===== src/rtl/cmpcfg_pkg.sv =====
package cmpcfg_pkg;
    localparam int WORD_W = 32;
    localparam int NCH    = 2;

    localparam int B_EN    = 0;
    localparam int B_PWR   = 2;
    localparam int B_INM   = 4;
    localparam int B_INP   = 7;
    localparam int B_WIN   = 9;
    localparam int B_POL   = 15;
    localparam int B_HYST  = 16;
    localparam int B_BLANK = 18;
    localparam int B_BRG   = 22;
    localparam int B_SCAL  = 23;
    localparam int B_EXT   = 25;
    localparam int B_STAT  = 30;
    localparam int B_SEAL  = 31;

    typedef enum logic {
        LK_OPEN   = 1'b0,
        LK_SEALED = 1'b1
    } seal_state_t;

    typedef enum logic [2:0] {
        TAP_NONE    = 3'd0,
        TAP_QUARTER = 3'd1,
        TAP_HALF    = 3'd2,
        TAP_3Q      = 3'd3,
        TAP_FULL    = 3'd4
    } tap_t;

    // Storable field bits of a word (seal and status bits excluded)
    function automatic logic [WORD_W-1:0] field_mask(input bit has_win);
        logic [WORD_W-1:0] m;
        m = '0;
        m[B_EN]         = 1'b1;
        m[B_PWR +: 2]   = 2'b11;
        m[B_INM +: 3]   = 3'b111;
        m[B_INP +: 2]   = 2'b11;
        m[B_WIN]        = has_win;
        m[B_POL]        = 1'b1;
        m[B_HYST +: 2]  = 2'b11;
        m[B_BLANK +: 3] = 3'b111;
        m[B_BRG]        = 1'b1;
        m[B_SCAL]       = 1'b1;
        m[B_EXT +: 2]   = 2'b11;
        return m;
    endfunction
endpackage


===== src/rtl/cmpcfg_chan.sv =====
module cmpcfg_chan
    import cmpcfg_pkg::*;
#(
    parameter bit HAS_WIN = 1'b0
) (
    input  logic              clk,
    input  logic              rst_n,
    input  logic              wr_hit,
    input  logic [WORD_W-1:0] wdata,
    output logic [WORD_W-1:0] fields_q,
    output logic              sealed
);
    localparam logic [WORD_W-1:0] MASK = field_mask(HAS_WIN);

    seal_state_t       state_q, state_nxt;
    logic [WORD_W-1:0] fields_nxt;
    logic              accept;

    assign accept = wr_hit && (state_q == LK_OPEN);

    // State register
    always_ff @(posedge clk) begin
        if (!rst_n) state_q <= LK_OPEN;
        else        state_q <= state_nxt;
    end

    // Transitions: seal on an accepted write carrying bit 31
    always_comb begin
        state_nxt = state_q;
        unique case (state_q)
            LK_OPEN:   if (wr_hit && wdata[B_SEAL]) state_nxt = LK_SEALED;
            LK_SEALED: state_nxt = LK_SEALED;
        endcase
    end

    // Field update, honouring the reserved plus-select code
    always_comb begin
        fields_nxt = fields_q;
        if (accept) begin
            fields_nxt = wdata & MASK;
            if (wdata[B_INP +: 2] == 2'b11)
                fields_nxt[B_INP +: 2] = fields_q[B_INP +: 2];
        end
    end

    always_ff @(posedge clk) begin
        if (!rst_n) fields_q <= '0;
        else        fields_q <= fields_nxt;
    end

    assign sealed = (state_q == LK_SEALED);
endmodule


===== src/rtl/cmpcfg_tapsel.sv =====
module cmpcfg_tapsel
    import cmpcfg_pkg::*;
#(
    parameter int N = NCH
) (
    input  logic [3*N-1:0] inm_sel,
    input  logic [N-1:0]   scal_bits,
    input  logic [N-1:0]   brg_bits,
    output logic           scaler_on,
    output logic           bridge_on,
    output logic [3*N-1:0] tap_code
);
    assign scaler_on = |scal_bits;
    assign bridge_on = |brg_bits;

    for (genvar g = 0; g < N; g++) begin : g_tap
        logic [2:0] s;
        assign s = inm_sel[3*g +: 3];
        always_comb begin
            if (s[2] || !scaler_on)
                tap_code[3*g +: 3] = TAP_NONE;
            else if (s == 3'd3 || !bridge_on)
                tap_code[3*g +: 3] = TAP_FULL;
            else
                tap_code[3*g +: 3] = 3'(s + 3'd1);
        end
    end
endmodule


===== src/rtl/cmpcfg_regs.sv =====
module cmpcfg_regs
    import cmpcfg_pkg::*;
#(
    parameter int ADDR_W = 8
) (
    input  logic              clk,
    input  logic              rst_n,
    input  logic              bus_valid,
    input  logic              bus_write,
    input  logic [ADDR_W-1:0] bus_addr,
    input  logic [31:0]       bus_wdata,
    output logic [31:0]       bus_rdata,
    input  logic [1:0]        cmp_raw,
    output logic [1:0]        cmp_cond,
    output logic [1:0]        cfg_en,
    output logic [3:0]        cfg_pwr,
    output logic [3:0]        cfg_inp,
    output logic [5:0]        cfg_inm,
    output logic [1:0]        cfg_ext_en,
    output logic [3:0]        cfg_ext_sel,
    output logic [3:0]        cfg_hyst,
    output logic [1:0]        cfg_pol,
    output logic [5:0]        cfg_blank,
    output logic              cfg_win,
    output logic              scaler_on,
    output logic              bridge_on,
    output logic [5:0]        ref_tap
);
    logic [WORD_W-1:0] chan_word [NCH];
    logic [NCH-1:0]    seal_q;
    logic [NCH-1:0]    scal_bits, brg_bits;

    for (genvar g = 0; g < NCH; g++) begin : g_ch
        localparam logic [ADDR_W-1:0] OFS = ADDR_W'(g * 4);
        logic hit;
        assign hit = bus_valid && bus_write && (bus_addr == OFS);

        cmpcfg_chan #(.HAS_WIN(g == NCH - 1)) u_chan (
            .clk      (clk),
            .rst_n    (rst_n),
            .wr_hit   (hit),
            .wdata    (bus_wdata),
            .fields_q (chan_word[g]),
            .sealed   (seal_q[g])
        );

        assign cfg_en[g]          = chan_word[g][B_EN];
        assign cfg_pwr[2*g +: 2]  = chan_word[g][B_PWR +: 2];
        assign cfg_inp[2*g +: 2]  = chan_word[g][B_INP +: 2];
        assign cfg_inm[3*g +: 3]  = chan_word[g][B_INM +: 3];
        assign cfg_hyst[2*g +: 2] = chan_word[g][B_HYST +: 2];
        assign cfg_pol[g]         = chan_word[g][B_POL];
        assign cfg_blank[3*g +: 3] = chan_word[g][B_BLANK +: 3];
        assign scal_bits[g]       = chan_word[g][B_SCAL];
        assign brg_bits[g]        = chan_word[g][B_BRG];
        assign cfg_ext_en[g]      = (chan_word[g][B_INM +: 3] == 3'b111);
        assign cfg_ext_sel[2*g +: 2] = cfg_ext_en[g] ? chan_word[g][B_EXT +: 2] : 2'b00;
        assign cmp_cond[g]        = cmp_raw[g] ^ chan_word[g][B_POL];
    end

    assign cfg_win = chan_word[NCH-1][B_WIN];

    cmpcfg_tapsel #(.N(NCH)) u_tap (
        .inm_sel   (cfg_inm),
        .scal_bits (scal_bits),
        .brg_bits  (brg_bits),
        .scaler_on (scaler_on),
        .bridge_on (bridge_on),
        .tap_code  (ref_tap)
    );

    // Single-cycle read path
    always_comb begin
        bus_rdata = '0;
        for (int c = 0; c < NCH; c++) begin
            if (bus_valid && !bus_write && bus_addr == ADDR_W'(c * 4))
                bus_rdata = {seal_q[c], cmp_cond[c], chan_word[c][29:0]};
        end
    end
endmodule


===== config.mk =====
export PLATFORM = sky130hd
export DESIGN_NAME = cmpcfg_regs
export DESIGN_NICKNAME = d
export VERILOG_FILES = /design/src/rtl/cmpcfg_pkg.sv /design/src/rtl/cmpcfg_chan.sv /design/src/rtl/cmpcfg_tapsel.sv /design/src/rtl/cmpcfg_regs.sv
export SDC_FILE = /design/constraint.sdc
export NUM_CORES = 1
export LEC_CHECK = 0
export BUFFER_PORTS_ARGS = -buffer_cell sky130_fd_sc_hd__buf_2
export CAP_MARGIN = 10
export CELL_PAD_IN_SITES_DETAIL_PLACEMENT = 1
export CELL_PAD_IN_SITES_GLOBAL_PLACEMENT = 1
export CORE_UTILIZATION = 30
export DETAILED_ROUTE_END_ITERATION = 8
export GPL_ROUTABILITY_DRIVEN = 1
export PLACE_DENSITY_LB_ADDON = 0.1
export SLEW_MARGIN = 20
export SYNTH_ARGS = -nofsm -noshare
export SYNTH_HDL_FRONTEND = slang
export SYNTH_HIERARCHICAL = 1
export SYNTH_SLANG_ARGS = --single-unit

===== constraint.sdc =====
create_clock -name clk -period 1.4 [get_ports clk]
set_input_delay 0.21 -clock clk [delete_from_list [all_inputs] [get_ports clk]]
set_output_delay 0.21 -clock clk [all_outputs]
set_load 0.01 [all_outputs]

Yosys cells after proc, flatten, opt, wreduce, memory -nomap -nowiden
Index checks and enable logic that the tools add are counted.
Widths: inputs -> output; s select.
{"block": "totals", "reg_bits": 39, "inputBits": 46, "out_inout_bits": 77, "elab_cells": 53}
{"block": "classes", "n_addsub": 2, "n_eq_ne": 6, "mux": 12, "n_bitwise": 5, "n_reduce_logical": 22}
{"operator": "$mux 32", "n": 2}
{"operator": "$mux 3", "n": 4}
{"operator": "$logic_and 1x1->1", "n": 10}
{"operator": "$eq 8x3->1 const B", "n": 1}
{"operator": "$logic_not 8->1", "n": 1}
{"operator": "$add 3x1->3 const B", "n": 2}
{"operator": "$eq 3x2->1 const B", "n": 2}
{"operator": "$eq 3x3->1 const B", "n": 2}
{"operator": "$logic_or 1x1->1", "n": 4}
{"operator": "$mux 2", "n": 2}
{"operator": "$pmux 1 s2", "n": 2}
{"operator": "$reduce_and 2->1", "n": 2}
{"operator": "$reduce_or 2->1", "n": 2}
{"operator": "$logic_not 1->1", "n": 3}
{"operator": "$not 1->1", "n": 3}
{"operator": "$eq 2x2->1 const B", "n": 1}
{"operator": "$mux 1", "n": 2}
{"operator": "$xor 1x1->1", "n": 2}

Depth between registers and ports, before layout
Gate-level depths: netlist (run 1).
{"block": "depth", "depth_word": 5, "ltp_mapped": 8, "mapped_depth_nobuf": 6}

Modules after synthesis
Netlist (run 1), hierarchy kept.
{"module": "cmpcfg_chan at g_ch[0].u_chan", "instances": 1, "cells_each": 95, "area_each_um2": 894.6, "seq_area_each_um2": 380.4}
{"module": "cmpcfg_chan at g_ch[1].u_chan", "instances": 1, "cells_each": 99, "area_each_um2": 849.6, "seq_area_each_um2": 400.4}
{"module": "cmpcfg_regs", "instances": 1, "cells_each": 87, "area_each_um2": 634.4, "seq_area_each_um2": 0.0}
{"module": "cmpcfg_tapsel", "instances": 1, "cells_each": 19, "area_each_um2": 163.9, "seq_area_each_um2": 0.0}

Least setup slack after synthesis (run 1)
No wires, ideal clock.
{"block": "synth_timing", "path_kind": "register -> output", "from": "register g_ch[1].u_chan.fields_q[4]", "to": "output port ref_tap[3]", "arrival_time_ps": 1231, "t_required_ps": 1190, "slack_ps": -41, "stages_incl_launch_ff": 4, "path_cell_list": "dfxtp_1 ha_1 ha_1 nor4_1"}
{"block": "synth_via", "elab_chain_cells": 4, "elab_cells_between_ends": 5, "classes_between": "1 x add/sub; 1 x eq/ne; 2 x mux; 1 x reduce/logical"}
{"item": "start: declaration", "line_no": "cmpcfg_chan.sv:10", "text": "output logic [WORD_W-1:0] fields_q,"}
{"item": "start signal: assignment", "line_no": "cmpcfg_chan.sv:48", "text": "else fields_q <= fields_nxt;"}
{"item": "branches (longest 2 deep; another with $add 3x1->3)"}
{"item": "$mux 3 (*)", "line_no": "cmpcfg_tapsel.sv:22", "text": "else if (s == 3'd3 || !bridge_on)"}
{"item": "$mux 3 (*)", "line_no": "cmpcfg_tapsel.sv:20", "text": "if (s[2] || !scaler_on)"}
{"item": "end: declaration", "line_no": "cmpcfg_regs.sv:27", "text": "output logic [5:0] ref_tap"}
Every way passes the cells marked *.

Worst setup path in the final report (run 1)
{"block": "layout_timing", "from": "register g_ch[0].u_chan.fields_q[5]", "to": "output port ref_tap[2]"}
{"block": "layout_via", "elab_chain_cells": 4, "elab_cells_between_ends": 5, "classes_between": "1 x add/sub; 1 x eq/ne; 2 x mux; 1 x reduce/logical"}
{"item": "start: declaration", "line_no": "cmpcfg_chan.sv:10"}
{"item": "start signal: assignment", "line_no": "cmpcfg_chan.sv:48"}
{"item": "branches (longest 2 deep; another with $add 3x1->3)"}
{"item": "$mux 3 (*)", "line_no": "cmpcfg_tapsel.sv:22"}
{"item": "$mux 3 (*)", "line_no": "cmpcfg_tapsel.sv:20"}
Marked as above.

==> run_results.csv, run 1 <==
group,metric,value,unit
setup_path,crit_fanout,2,
timing,clock-skew-final,0.006563,ns
power,p_leak,1.864,nW
timing,rsz0062_at_grt,"true",
power,power_density,528.5,nW/um^2
job,maxCapViolations,0,
global_routing,grt_use_total,0.1934,
setup_path,worst-setup-path-type,"register to output pin",
setup_path,cp-end-kind,"output pin",
clocking,ctsHoldBuffers,0,
finish,area_growth,64.94,%
global_routing,grt_pass1_wl,12770,um
timing,setup_tns,-5.054,ns
finish,fill_cells,975,
status,violations,"setup timing",
floorplanning,ios,123,
floorplanning,start_util,0.3073,
drt,avgRoutedWirePerCell,16.20,um
timing,drv_slew,0,
drt,drt_iter0_drc,70,
finish,multi_input_area,1914,um^2
timing,min_period,1.701,ns
synthesis,synth_area,2512,um^2
clocking,cts_tree,"yes",
finish,regArea,794.5,um^2
floorplanning,placementRows,33,
drt,drcViolationCount,0,
drt,dr_total_vias,2412,
drt,ant_nets,0,
drt,wirelength,8619,um
finish,antennaDiodeCount,0,
status,outcome,"finished with violations",
timing,setup_violations,45,
floorplanning,die_x,93.52,um
synthesis,yosys_warnings,6,
clocking,cts.sinks,39,
finish,layout.nets,476,
worst_hold_path,hp-class,"input pin to register",
floorplanning,die_area,8745,um^2
timing,hold_viol,0,
floorplanning,core,8175,um^2
clocking,clock_latency,0.29,ns
floorplanning,die_h,93.52,um
synthesis,syn_avg_cell_area,8.488,um^2
timing,max_freq,0.5879,GHz
setup_path,critPathRequiredTime,1.19,ns
global_routing,overflow,0,
clocking,cts_buffers,5,
placement,dp_hpwl,5723,um
synthesis,syn_inst,296,
finish,utilization,0.5069,
global_routing,grt_max_degree,26,
clocking,ctsLongestPathBuffers,2,
placement,place_congestion,0.7258,
setup_path,crit_arrival,1.49,ns
drt,dr.pass1.iters,6,
finish,layout-drive-gt1-share,0.5925,
timing,worst_slack,-0.3009,ns
placement,portBuffers,99,
global_routing,grt_pass1_vias,2396,
clocking,cts_root_buf,"clkbuf_8",
clocking,clkSlewWorstSetupHoldPaths,0.08,ns
power,vdd_drop_max,0.0002698,V
drt,vias_per_cell,4.534,
global_routing,antenna_found_initial,0,
timing,period_share,1.215,
setup_path,cp-start-kind,"register",
clocking,htreeDepth,2,
==> worst max-delay path, cell delays in order, from the launching register on <==
cell and delay [ns]:
dfxtp_4 0.36, ha_4 0.16, ha_4 0.25, inv_2 0.03, o311a_1 0.27, buf_2 0.14
==> where the power goes <==
group / switching [mW] / total [mW] / internal [mW]
combinational: 0.121 / 0.237 / 0.116
clock: 0.395 / 0.846 / 0.450
sequential: 0.000767 / 1.11 / 1.11
total: 0.517 / 2.19 / 1.67
==> layout by cell type (no fill, tap or decap), types with 8 or more instances in the layout <==
cell type  count
nor2_4        18
dfxtp_2        8
nor2_1        17
mux2i_1       30
a21boi_1      13
buf_6         36
nand2_4        9
dfxtp_1       30
nand2_1       46
a21boi_2      20
nand2_2       11
buf_2         77
buf_4         18
conb_1        23
==> routing by layer <==
metal	GRT usage	wire, um
met5	0	0
met4	0.04231	62
met3	0.03333	397
met2	0.3382	4334
met1	0.2470	3824
==> final timing paths <==
| kind | end | slack, ns | startpoint | cells past startpoint |
|---|---|---|---|---|
| hold / removal | g_ch[0].u_chan/fields_q[20] | 0.16 | bus_wdata[20] | 3 |
| setup reg to reg | g_ch[1].u_chan/fields_q[15] | 0.31 | g_ch[1].u_chan/sealed | 4 |
| setup / recovery | ref_tap[2] | -0.30 | g_ch[0].u_chan/fields_q[5] | 5 |
| hold reg to reg | g_ch[1].u_chan/fields_q[20] | 0.47 | g_ch[1].u_chan/fields_q[20] | 2 |
==> cell type report <==
type                       instances  area share
sequential                        39      0.1917
multi-input combinational        231      0.4620
inverter                           6    0.005435
clock buffer                       8     0.02415
tap                              105     0.03170
timing repair buffer             143      0.2850
==> what timing repair did <==
item | in CTS | in global routing
gates resized for setup | 93 | 68
cloned | 3 | 2
pin swaps | 34 | 25
buffers inserted | 10 | 7
endpoints found under the setup margin | 52 | 69
==> stage by stage <==
stage,area (um^2),worst slack (ns),power (mW),hold WS [ns],cells
6_report,4144,-0.3009,2.190,0.1584,532
3_3_place_gp,3212,-0.3151,1.339,0.4666,506
5_1_grt,4144,-0.3488,2.288,0.1630,532
4_1_cts,3842,-0.3046,2.202,0.1586,527
3_5_place_dp,3212,-0.4049,1.339,0.4716,506
2_1_floorplan,2631,-0.02536,1.283,0.3309,317
==> state kept, by name (all words and copies together) (netlist names) <==
register / count
g_ch.u_chan/fields_q: 37
g_ch.u_chan/sealed: 2
(Power assumes the default switching activity.)
==> inputs of run 2 (changes only) <==
--- a/config.mk
+++ b/config.mk
@@ -5,12 +5,12 @@
 export SDC_FILE = /design/constraint.sdc
 export NUM_CORES = 1
 export LEC_CHECK = 0
-export BUFFER_PORTS_ARGS = -buffer_cell sky130_fd_sc_hd__buf_2
 export CAP_MARGIN = 10
 export CELL_PAD_IN_SITES_DETAIL_PLACEMENT = 1
 export CELL_PAD_IN_SITES_GLOBAL_PLACEMENT = 1
-export CORE_UTILIZATION = 30
+export CORE_UTILIZATION = 40
 export DETAILED_ROUTE_END_ITERATION = 8
+export DONT_BUFFER_PORTS = 1
 export GPL_ROUTABILITY_DRIVEN = 1
 export PLACE_DENSITY_LB_ADDON = 0.1
 export SLEW_MARGIN = 20
==> constraint.sdc (replaced) <==
create_clock -name clk -period 1.4 [get_ports clk]
set_input_delay 0.21 -clock clk [delete_from_list [all_inputs] [get_ports clk]]
set_output_delay 0.21 -clock clk [all_outputs]
set_load 0.02 [all_outputs]
==> run 2 against run 1 <==
Against the previous run:
- the run still ends with setup timing left
- non-clock buffer count shrank 73
- utilization up 9.2 points
- sequential cell count did not move
- die area decreased by 25%
- largest cell class unchanged
- final cell count fell by 19%
==> run_results.csv, run 2 (same netlist as run 1, synthesis figures left out) <==
group,metric,value,unit
clocking,clock_latency,0.29,ns
job,maxCapViolations,0,
finish,antennaDiodeCount,0,
global_routing,grt_pass1_vias,2300,
finish,instances_no_fill,429,
timing,clock-skew-final,0.007910,ns
setup_path,critPathRequiredTime,1.19,ns
floorplanning,core,5991,um^2
setup_path,cp-start-kind,"register",
timing,min_period,1.663,ns
drt,vias_per_cell,5.072,
worst_hold_path,hp-class,"input pin to register",
clocking,cts_tree,"yes",
placement,place_area,2989,um^2
clocking,cts_root_buf,"clkbuf_8",
placement,dp_hpwl,5074,um
finish,fill_cells,683,
finish,layout.nets,403,
finish,finalInstanceArea,3586,um^2
placement,pre_cts_ws,-0.1777,ns
setup_path,cp-end-kind,"output pin",
finish,registers.top_by_ff_count,"g_ch.u_chan/fields_q",
status,violations,"setup timing",
drt,drt_iter0_drc,56,
clocking,htreeDepth,2,
clocking,ctsHoldBuffers,0,
setup_path,crit_arrival,1.45,ns
floorplanning,die_h,81.25,um
timing,max_freq,0.6014,GHz
finish,largest_reg_flops,37,
status,outcome,"finished with violations",
finish,layout_common_cells,"nand2_1 (56), buf_4 (38), mux2i_1 (28)",
placement,place_congestion,0.7191,
global_routing,grt_use_total,0.2406,
power,power_density,549.8,nW/um^2
drt,ant_nets,0,
finish,area_growth,42.73,%
clocking,cts.sinks,39,
power,p_total,1.971,mW
floorplanning,placementRows,28,
setup_path,crit_fanout,2,
global_routing,grt_max_degree,40,
timing,setup_violations,27,
placement,dp_cells,411,
global_routing,overflow,0,
timing,rsz0062_at_grt,"true",
placement,portBuffers,0,
drt,avgRoutedWirePerCell,18.07,um
setup_path,worst-setup-path-type,"register to output pin",
finish,layout-drive-gt1-share,0.4802,
clocking,ctsLongestPathBuffers,2,
clocking,clkSlewWorstSetupHoldPaths,0.09,ns
timing,worst_slack,-0.2629,ns
timing,hold_slack,0.02731,ns
timing,hold_viol,0,
drt,drcViolationCount,0,
power,vdd_drop_max,0.0004016,V
drt,dr.pass1.iters,4,
floorplanning,die_x,81.25,um
drt,dr_total_vias,2176,
global_routing,antenna_found_initial,0,
floorplanning,die_area,6602,um^2
timing,period_share,1.188,
clocking,cts_buffers,5,
global_routing,grt_pass1_wl,11810,um
floorplanning,start_util,0.4194,
drt,wirelength,7752,um
floorplanning,ios,123,
finish,mostFrequentLayoutCell,"nand2_1",
timing,drv_slew,0,
power,p_leak,1.407,nW
## run 2: cell types whose count changed in the layout (fill, tap and decap cells not counted), sizes merged
cell	delta
clkbuf	-5
clkinvlp	+2
clkinv	+1
buf	-71
## run 2: area by class of cell
cell class              instances  area (um^2)  share of cell area
multi-input cells             231         1844              0.5143
flip-flops and latches         39        812.0              0.2264
repair buffers                 70        724.4              0.2020
well taps                      75        93.84             0.02617
clock buffers                   5        68.82             0.01919
inverters                       6        22.52            0.006281
clock inverters                 3        20.02            0.005583
## run 2: routing by layer
metal  share of wire  routed length [um]  track usage
met1            0.41                3211       0.2754
met5               0                   0            0
met2            0.51                3954       0.4353
met4          0.0081                  63      0.05893
met3           0.067                 522      0.06966
## run 2: stage by stage
stage	utilization	setup TNS (ns)
final	0.5986	-3.093
after floorplan	-	-0.4884
after global placement	0.4990	-2.407
after detailed placement	0.4990	-3.567
after CTS	0.5773	-2.389
after global routing	0.5986	-4.956
## run 2: worst max-delay path, stage by stage, from the launching register on
cell,delay [ns]
dfxtp_4,0.37
ha_4,0.16
ha_4,0.25
inv_2,0.03
o311a_4,0.34
## run 2: final timing paths
path	startpoint	endpoint	slack [ns]	cells past startpoint
hold / removal	bus_wdata[5]	g_ch[1].u_chan/fields_q[5]	0.03	2
hold reg to reg	g_ch[1].u_chan/fields_q[23]	g_ch[1].u_chan/fields_q[23]	0.50	2
setup reg to reg	g_ch[1].u_chan/sealed	g_ch[1].u_chan/fields_q[26]	0.21	4
setup / recovery	g_ch[1].u_chan/fields_q[5]	ref_tap[5]	-0.26	4
## run 2: timing repair
action | in CTS | in global routing
cloned | 2 | 0
pin swaps | 23 | 13
buffers inserted | 6 | 3
setup endpoints to repair | 27 | 48
resized for setup | 78 | 36
## run 2: report_power, final
group / internal, mW / leakage, nW / switching, mW
clock network: 0.347 / 0.0402 / 0.427
registers: 1.10 / 0.323 / 0.000984
logic: 0.0633 / 1.04 / 0.0343
